===== src/rtl/fp_to_int32.sv =====
module fp_to_int32 #(
  parameter int OUT_STAGES = 1
) (
  input  logic        clk,
  input  logic        rst_n,
  input  logic        start,
  input  logic [63:0] op,
  input  logic        dbl,
  input  logic        to_signed,
  input  logic        chop,
  input  logic [1:0]  rmode,
  output logic        valid,
  output logic [31:0] result,
  output logic        invalid,
  output logic        inexact
);
  localparam int IW = 32;
  localparam int PW = IW + 1;
  localparam int MW = 34;
  localparam int RW = IW + 3;
  localparam logic [1:0] RM_NE = 2'd0;
  localparam logic [1:0] RM_UP = 2'd1;
  localparam logic [1:0] RM_DN = 2'd2;
  localparam logic [1:0] RM_ZR = 2'd3;
  localparam logic [IW-1:0] S_POS = 32'h7FFF_FFFF;
  localparam logic [IW-1:0] S_NEG = 32'h8000_0000;
  localparam logic [IW-1:0] U_MAX = 32'hFFFF_FFFF;

  logic        s_vld, s_dbl, s_sig;
  logic [63:0] s_op;
  logic [1:0]  s_rm;

  always_ff @(posedge clk or negedge rst_n) begin
    if (!rst_n) begin
      s_vld <= 1'b0;
      s_op  <= '0;
      s_dbl <= 1'b0;
      s_sig <= 1'b0;
      s_rm  <= RM_NE;
    end else begin
      s_vld <= start;
      if (start) begin
        s_op  <= op;
        s_dbl <= dbl;
        s_sig <= to_signed;
        s_rm  <= chop ? RM_ZR : rmode;
      end
    end
  end

  logic               neg, emax, fr_nz;
  logic [10:0]        ef;
  logic [51:0]        fr;
  logic signed [12:0] e;
  logic [85:0]        wide;

  assign neg   = s_dbl ? s_op[63] : s_op[31];
  assign ef    = s_dbl ? s_op[62:52] : {3'b000, s_op[30:23]};
  assign fr    = s_dbl ? s_op[51:0] : {s_op[22:0], 29'd0};
  assign emax  = s_dbl ? (&s_op[62:52]) : (&s_op[30:23]);
  assign fr_nz = |fr;
  assign e     = $signed({2'b00, ef}) - (s_dbl ? 13'sd1023 : 13'sd127);
  assign wide  = {33'd0, 1'b1, fr} << e[5:0];

  logic [PW-1:0] ip;
  logic          g, st, huge;

  always_comb begin
    ip   = '0;
    g    = 1'b0;
    st   = 1'b0;
    huge = 1'b0;
    if (emax) begin
      huge = 1'b0;
    end else if (ef == 11'd0) begin
      st = fr_nz;
    end else if (e < 13'sd0) begin
      g  = (e == -13'sd1);
      st = (e == -13'sd1) ? fr_nz : 1'b1;
    end else if (e > 13'sd32) begin
      huge = 1'b1;
    end else begin
      ip = wide[84:52];
      g  = wide[51];
      st = |wide[50:0];
    end
  end

  logic          inc;
  logic [MW-1:0] mag;

  always_comb begin
    case (s_rm)
      RM_NE:   inc = g & (st | ip[0]);
      RM_UP:   inc = ~neg & (g | st);
      RM_DN:   inc = neg & (g | st);
      default: inc = 1'b0;
    endcase
  end

  assign mag = {1'b0, ip} + MW'(inc);

  logic          is_nan, ovf;
  logic [IW-1:0] r_res;
  logic          r_inv, r_inx;

  assign is_nan = emax & fr_nz;
  assign ovf    = emax | huge;

  always_comb begin
    r_res = '0;
    r_inv = 1'b0;
    if (is_nan) begin
      r_inv = 1'b1;
    end else if (s_sig) begin
      if (neg) begin
        if (ovf || mag > MW'(34'h0_8000_0000)) begin
          r_inv = 1'b1;
          r_res = S_NEG;
        end else begin
          r_res = -mag[IW-1:0];
        end
      end else begin
        if (ovf || mag > MW'(34'h0_7FFF_FFFF)) begin
          r_inv = 1'b1;
          r_res = S_POS;
        end else begin
          r_res = mag[IW-1:0];
        end
      end
    end else begin
      if (neg) begin
        if (ovf || mag != '0) r_inv = 1'b1;
      end else if (ovf || mag > MW'(34'h0_FFFF_FFFF)) begin
        r_inv = 1'b1;
        r_res = U_MAX;
      end else begin
        r_res = mag[IW-1:0];
      end
    end
    r_inx = ~r_inv & (g | st);
  end

  logic [RW-1:0] pipe [OUT_STAGES];

  generate
    for (genvar k = 0; k < OUT_STAGES; k++) begin : g_out
      always_ff @(posedge clk or negedge rst_n) begin
        if (!rst_n) pipe[k] <= '0;
        else if (k == 0) pipe[k] <= s_vld ? {1'b1, r_inv, r_inx, r_res} : '0;
        else pipe[k] <= pipe[(k == 0) ? 0 : k-1];
      end
    end
  endgenerate

  assign valid   = pipe[OUT_STAGES-1][RW-1];
  assign invalid = pipe[OUT_STAGES-1][RW-2];
  assign inexact = pipe[OUT_STAGES-1][RW-3];
  assign result  = pipe[OUT_STAGES-1][IW-1:0];
endmodule


===== config.mk =====
export PLATFORM = sky130hd
export DESIGN_NAME = fp_to_int32
export DESIGN_NICKNAME = d
export VERILOG_FILES = /design/src/rtl/fp_to_int32.sv
export SDC_FILE = /design/constraint.sdc
export NUM_CORES = 1
export LEC_CHECK = 0
export BUFFER_PORTS_ARGS = -buffer_cell sky130_fd_sc_hd__buf_2
export CORE_MARGIN = 3
export CORE_UTILIZATION = 30
export CTS_CLUSTER_DIAMETER = 30
export DETAILED_ROUTE_END_ITERATION = 6
export SETUP_SLACK_MARGIN = 0.1
export SLEW_MARGIN = 20
export SYNTH_ARGS = -nofsm -noshare
export SYNTH_HDL_FRONTEND = slang
export SYNTH_SLANG_ARGS = --single-unit

===== constraint.sdc =====
create_clock -name clk -period 13 [get_ports clk]
set_input_delay 1.3 -clock clk [delete_from_list [all_inputs] [get_ports clk]]
set_output_delay 1.3 -clock clk [all_outputs]
set_load 0.05 [all_outputs]

==> impl_results.md <==
* Die area at 44790 um^2
* Synth top area share at 0.2051
* Worst slew pin tran at 1.050 ns
* Worst Path Max Fanout at 47
* Pint at 939.8 uW
* Fin Clk Skew at 0.008461 ns
* Post-route minimum period at 11.37 ns
* Drt initial violations at 2154
* Cells after Synth at 1562
* DR vias at 13.81k
* Status: finished, violations left
* P per Cell Area at 143.0 nW/um^2
* Vias per cell at 6.498
* Overflow after GRT at 0
* Seq/Total Area, Yosys at 0.2051
* CP arrival at 11.63 ns
* Synthesized flop and latch total at 104
* Final core occ at 0.3382
* Later-pin clock latency in the skew report at 0.39 ns
* Critical path type: reg -> reg
* Number of antenna violations at the first check in global routing at 3
* Setup TNS at 0 ns
* Clock buffer depth at 2
* Net Sw Frac at 0.5295
* IO buf count at 106
* Largest stage delay, worst path at 0.84 ns
* Sequential share of power at 0.208
* Sw Pwr at 1.058 mW
* Hold-fix buffers, CTS at 0
* # Max-Cap Violations at 0
* # IOs at 107
* Pre-CTS setup slack at 1.942 ns
* TritonRoute pass-1 iters at 7
* Layout Nets at 1670
* Synth unique cells at 95
* Worst Path Required at 13.26 ns
* Postcts setup bufs at 0
* Antenna cells at 0
* Fmax at 87.97 MHz
* RD Place Congestion at 1.026
* Asr flop ratio synth at 1.000
* CTS resizes at 0
* R2R depth at 31
* Clock power frac at 0.144
* Area Overhead vs Synth at 10.09%
* Largest net degree at the start of global routing at 79
* DRT antenna net count at 0
* Synthesized area at 12690 um^2
* EDFF count, synth at 0
* Die X at 211.6 um
* H-tree lvl count at 3
* Most frequent cell after synthesis: mux2i_1
* CTS tree: yes
* Initial cell density of the core at 0.3072
* Worst setup margin at 1.633 ns
* Top post-synthesis cells by area: dfrtp_1 (21%), mux2i_1 (9.9%), mux2_2 (9.5%)
* Overall Global Routing Usage at 0.2418
* Cell mode on critical path: buf_4
* RSZ-0062 raised after global routing: no
* Design area at 13970 um^2
* Post-synth top cells: mux2i_1 (126), nand2_1 (123), nor2_1 (123), mux2_2 (107), dfrtp_1 (104)
* CP Launch Type: register
* Leak pwr at 5.510 nW
* Ys flop type: dfrtp_1
* # fillers at 4376
* Clock slew at reported path FFs at 0.07 ns
* Placed wire-length estimate at 43180 um
* Failing checks: DRC
* Synthesized Nets at 1644
* Hold path depth at 1
* Hold Fails Final Rpt at 0
* Fraction of layout cells with a size suffix above 1 at 0.2084
* Vias in the first global route at 12.88k
* Clk root buf: clkbuf_16
* Setup crit end kind: register
* Core area at 41290 um^2
* Worst slew margin at 0.2941
* Max IR drop VDD at 0.08473 mV
* Setup violations, final at 0
* Yosys Warn Count at 0
* Num CTS Buffers at 9
* First-pass GRT wire length at 83230 um
* Site Rows at 74
* Leading area contributor after synthesis: dfrtp_1
* DRT Wirelength at 55110 um
* Clock sinks at 104
* Final Slew Violations at 0
* Post-route DRC violation count at 4
* Die height at 211.6 um
* DR WL/cell at 25.93 um
* Syn_area_per_cell at 8.122 um^2
* Hold Path Class: reg -> reg
* Tcrit/Tclk final at 0.8744
* Placed Area at 13650 um^2
* Slowest cell on crit path: o41ai_4
* Combinational Power Share at 0.648
==> kinds of logic (layout without fill, tap and decap cells) <==
kind of cell	Yosys count	count (layout)	share of synthesized area
xor+xnor	46	46	0.03294
simple gates	582	582	0.2393
flops	104	104	0.2051
fa+ha+maj	10	10	0.009863
mux	253	253	0.2293
compound gates	417	417	0.2322
buf+inv	150	181	0.05129
==> worst max-delay path, delay by kind of cell, from the launching register on <==
family | cells | cell delay, ns
multiplexers | 2 | 0.56
AND/OR/NAND/NOR | 10 | 3.10
adder cells (fa/ha/maj) | 3 | 1.06
XOR/XNOR | 1 | 0.23
buffers and inverters | 3 | 1.18
flip-flops | 1 | 0.80
AO/OA/AOI/OAI | 12 | 4.28
==> through the flow <==
stage / instances / hold WS (ns) / power (mW)
6_report: 2125 / 0.5136 / 1.997
5_1_grt: 2125 / 0.5502 / 2.088
4_1_cts: 2125 / 0.4950 / 1.965
3_5_place_dp: 2109 / 0.4760 / 1.667
3_3_place_gp: 2109 / 0.4547 / 1.676
2_1_floorplan: 1562 / 0.4033 / 1.260
==> power by group through the flow <==
stage          Sequential, mW  Clock [mW]  Combinational, mW
2_1_floorplan           0.447           0              0.813
3_3_place_gp            0.418           0               1.26
3_5_place_dp            0.420           0               1.25
4_1_cts                 0.413       0.299               1.25
5_1_grt                 0.420       0.308               1.36
6_report                0.415       0.288               1.29
==> final timing paths <==
path | from | to | slack, ns
setup / recovery | s_dbl$_DFFE_PN0P_ | pipe[23]$_DFF_PN0_ | 1.63
hold / removal | s_op[45]$_DFFE_PN0P_ | s_op[45]$_DFFE_PN0P_ | 0.51
setup reg to reg | s_dbl$_DFFE_PN0P_ | pipe[23]$_DFF_PN0_ | 1.63
hold reg to reg | s_op[45]$_DFFE_PN0P_ | s_op[45]$_DFFE_PN0P_ | 0.51
max in group asynchronous | rst_n | s_dbl$_DFFE_PN0P_ | 10.89
min in group asynchronous | rst_n | pipe[31]$_DFF_PN0_ | 0.87
==> sequential cells by signal, indices dropped and copies added, names as in the netlist <==
register and flops:
s_op 64, s_sig 1, s_dbl 1, pipe 35, s_rm 2, s_vld 1
==> per-layer routing <==
layer	global-route usage	routed length, um
met1	0.3320	23480
met2	0.3769	24350
met3	0.04475	5047
met4	0.09469	2222
met5	0	11
==> cell usage in the layout (no fill, tap or decap), types with 10 or more instances in the layout <==
master    synthesis  final
buf_2            39    105
a31oi_1          20     20
mux2i_1         126    125
o32ai_1          13     13
nand2_1         123    123
nand2b_1         25     25
o22ai_1          24     24
nor2_1          123    121
nand4_1          34     34
or2_2            14     14
mux4_2           17     17
nand3_1          50     50
xor2_1           23     23
xnor2_1          21     19
buf_4             6     41
and2_1           13     13
inv_1            16     16
a221oi_1         14     14
nor4_1           32     31
or3_1            15     15
a22oi_1          10     10
o211ai_1         23     23
dfrtp_1         104    102
nor3_1           67     67
and3_1           17     17
a211oi_1         25     25
a21oi_1          74     74
mux2_2          107    107
o21ai_0          73     72
o221ai_1         12     12
==> area by class of cell <==
cell class	instances	area, um^2	area share
clock buffers	9	225.2	0.01613
multi-input cells	1308	9482	0.6789
flip-flops and latches	104	2608	0.1867
clock inverters	7	81.33	0.005823
well taps	532	665.6	0.04766
inverters	19	71.32	0.005107
repair buffers	146	833.3	0.05967
No activity file was read; power rests on OpenSTA's default activity.
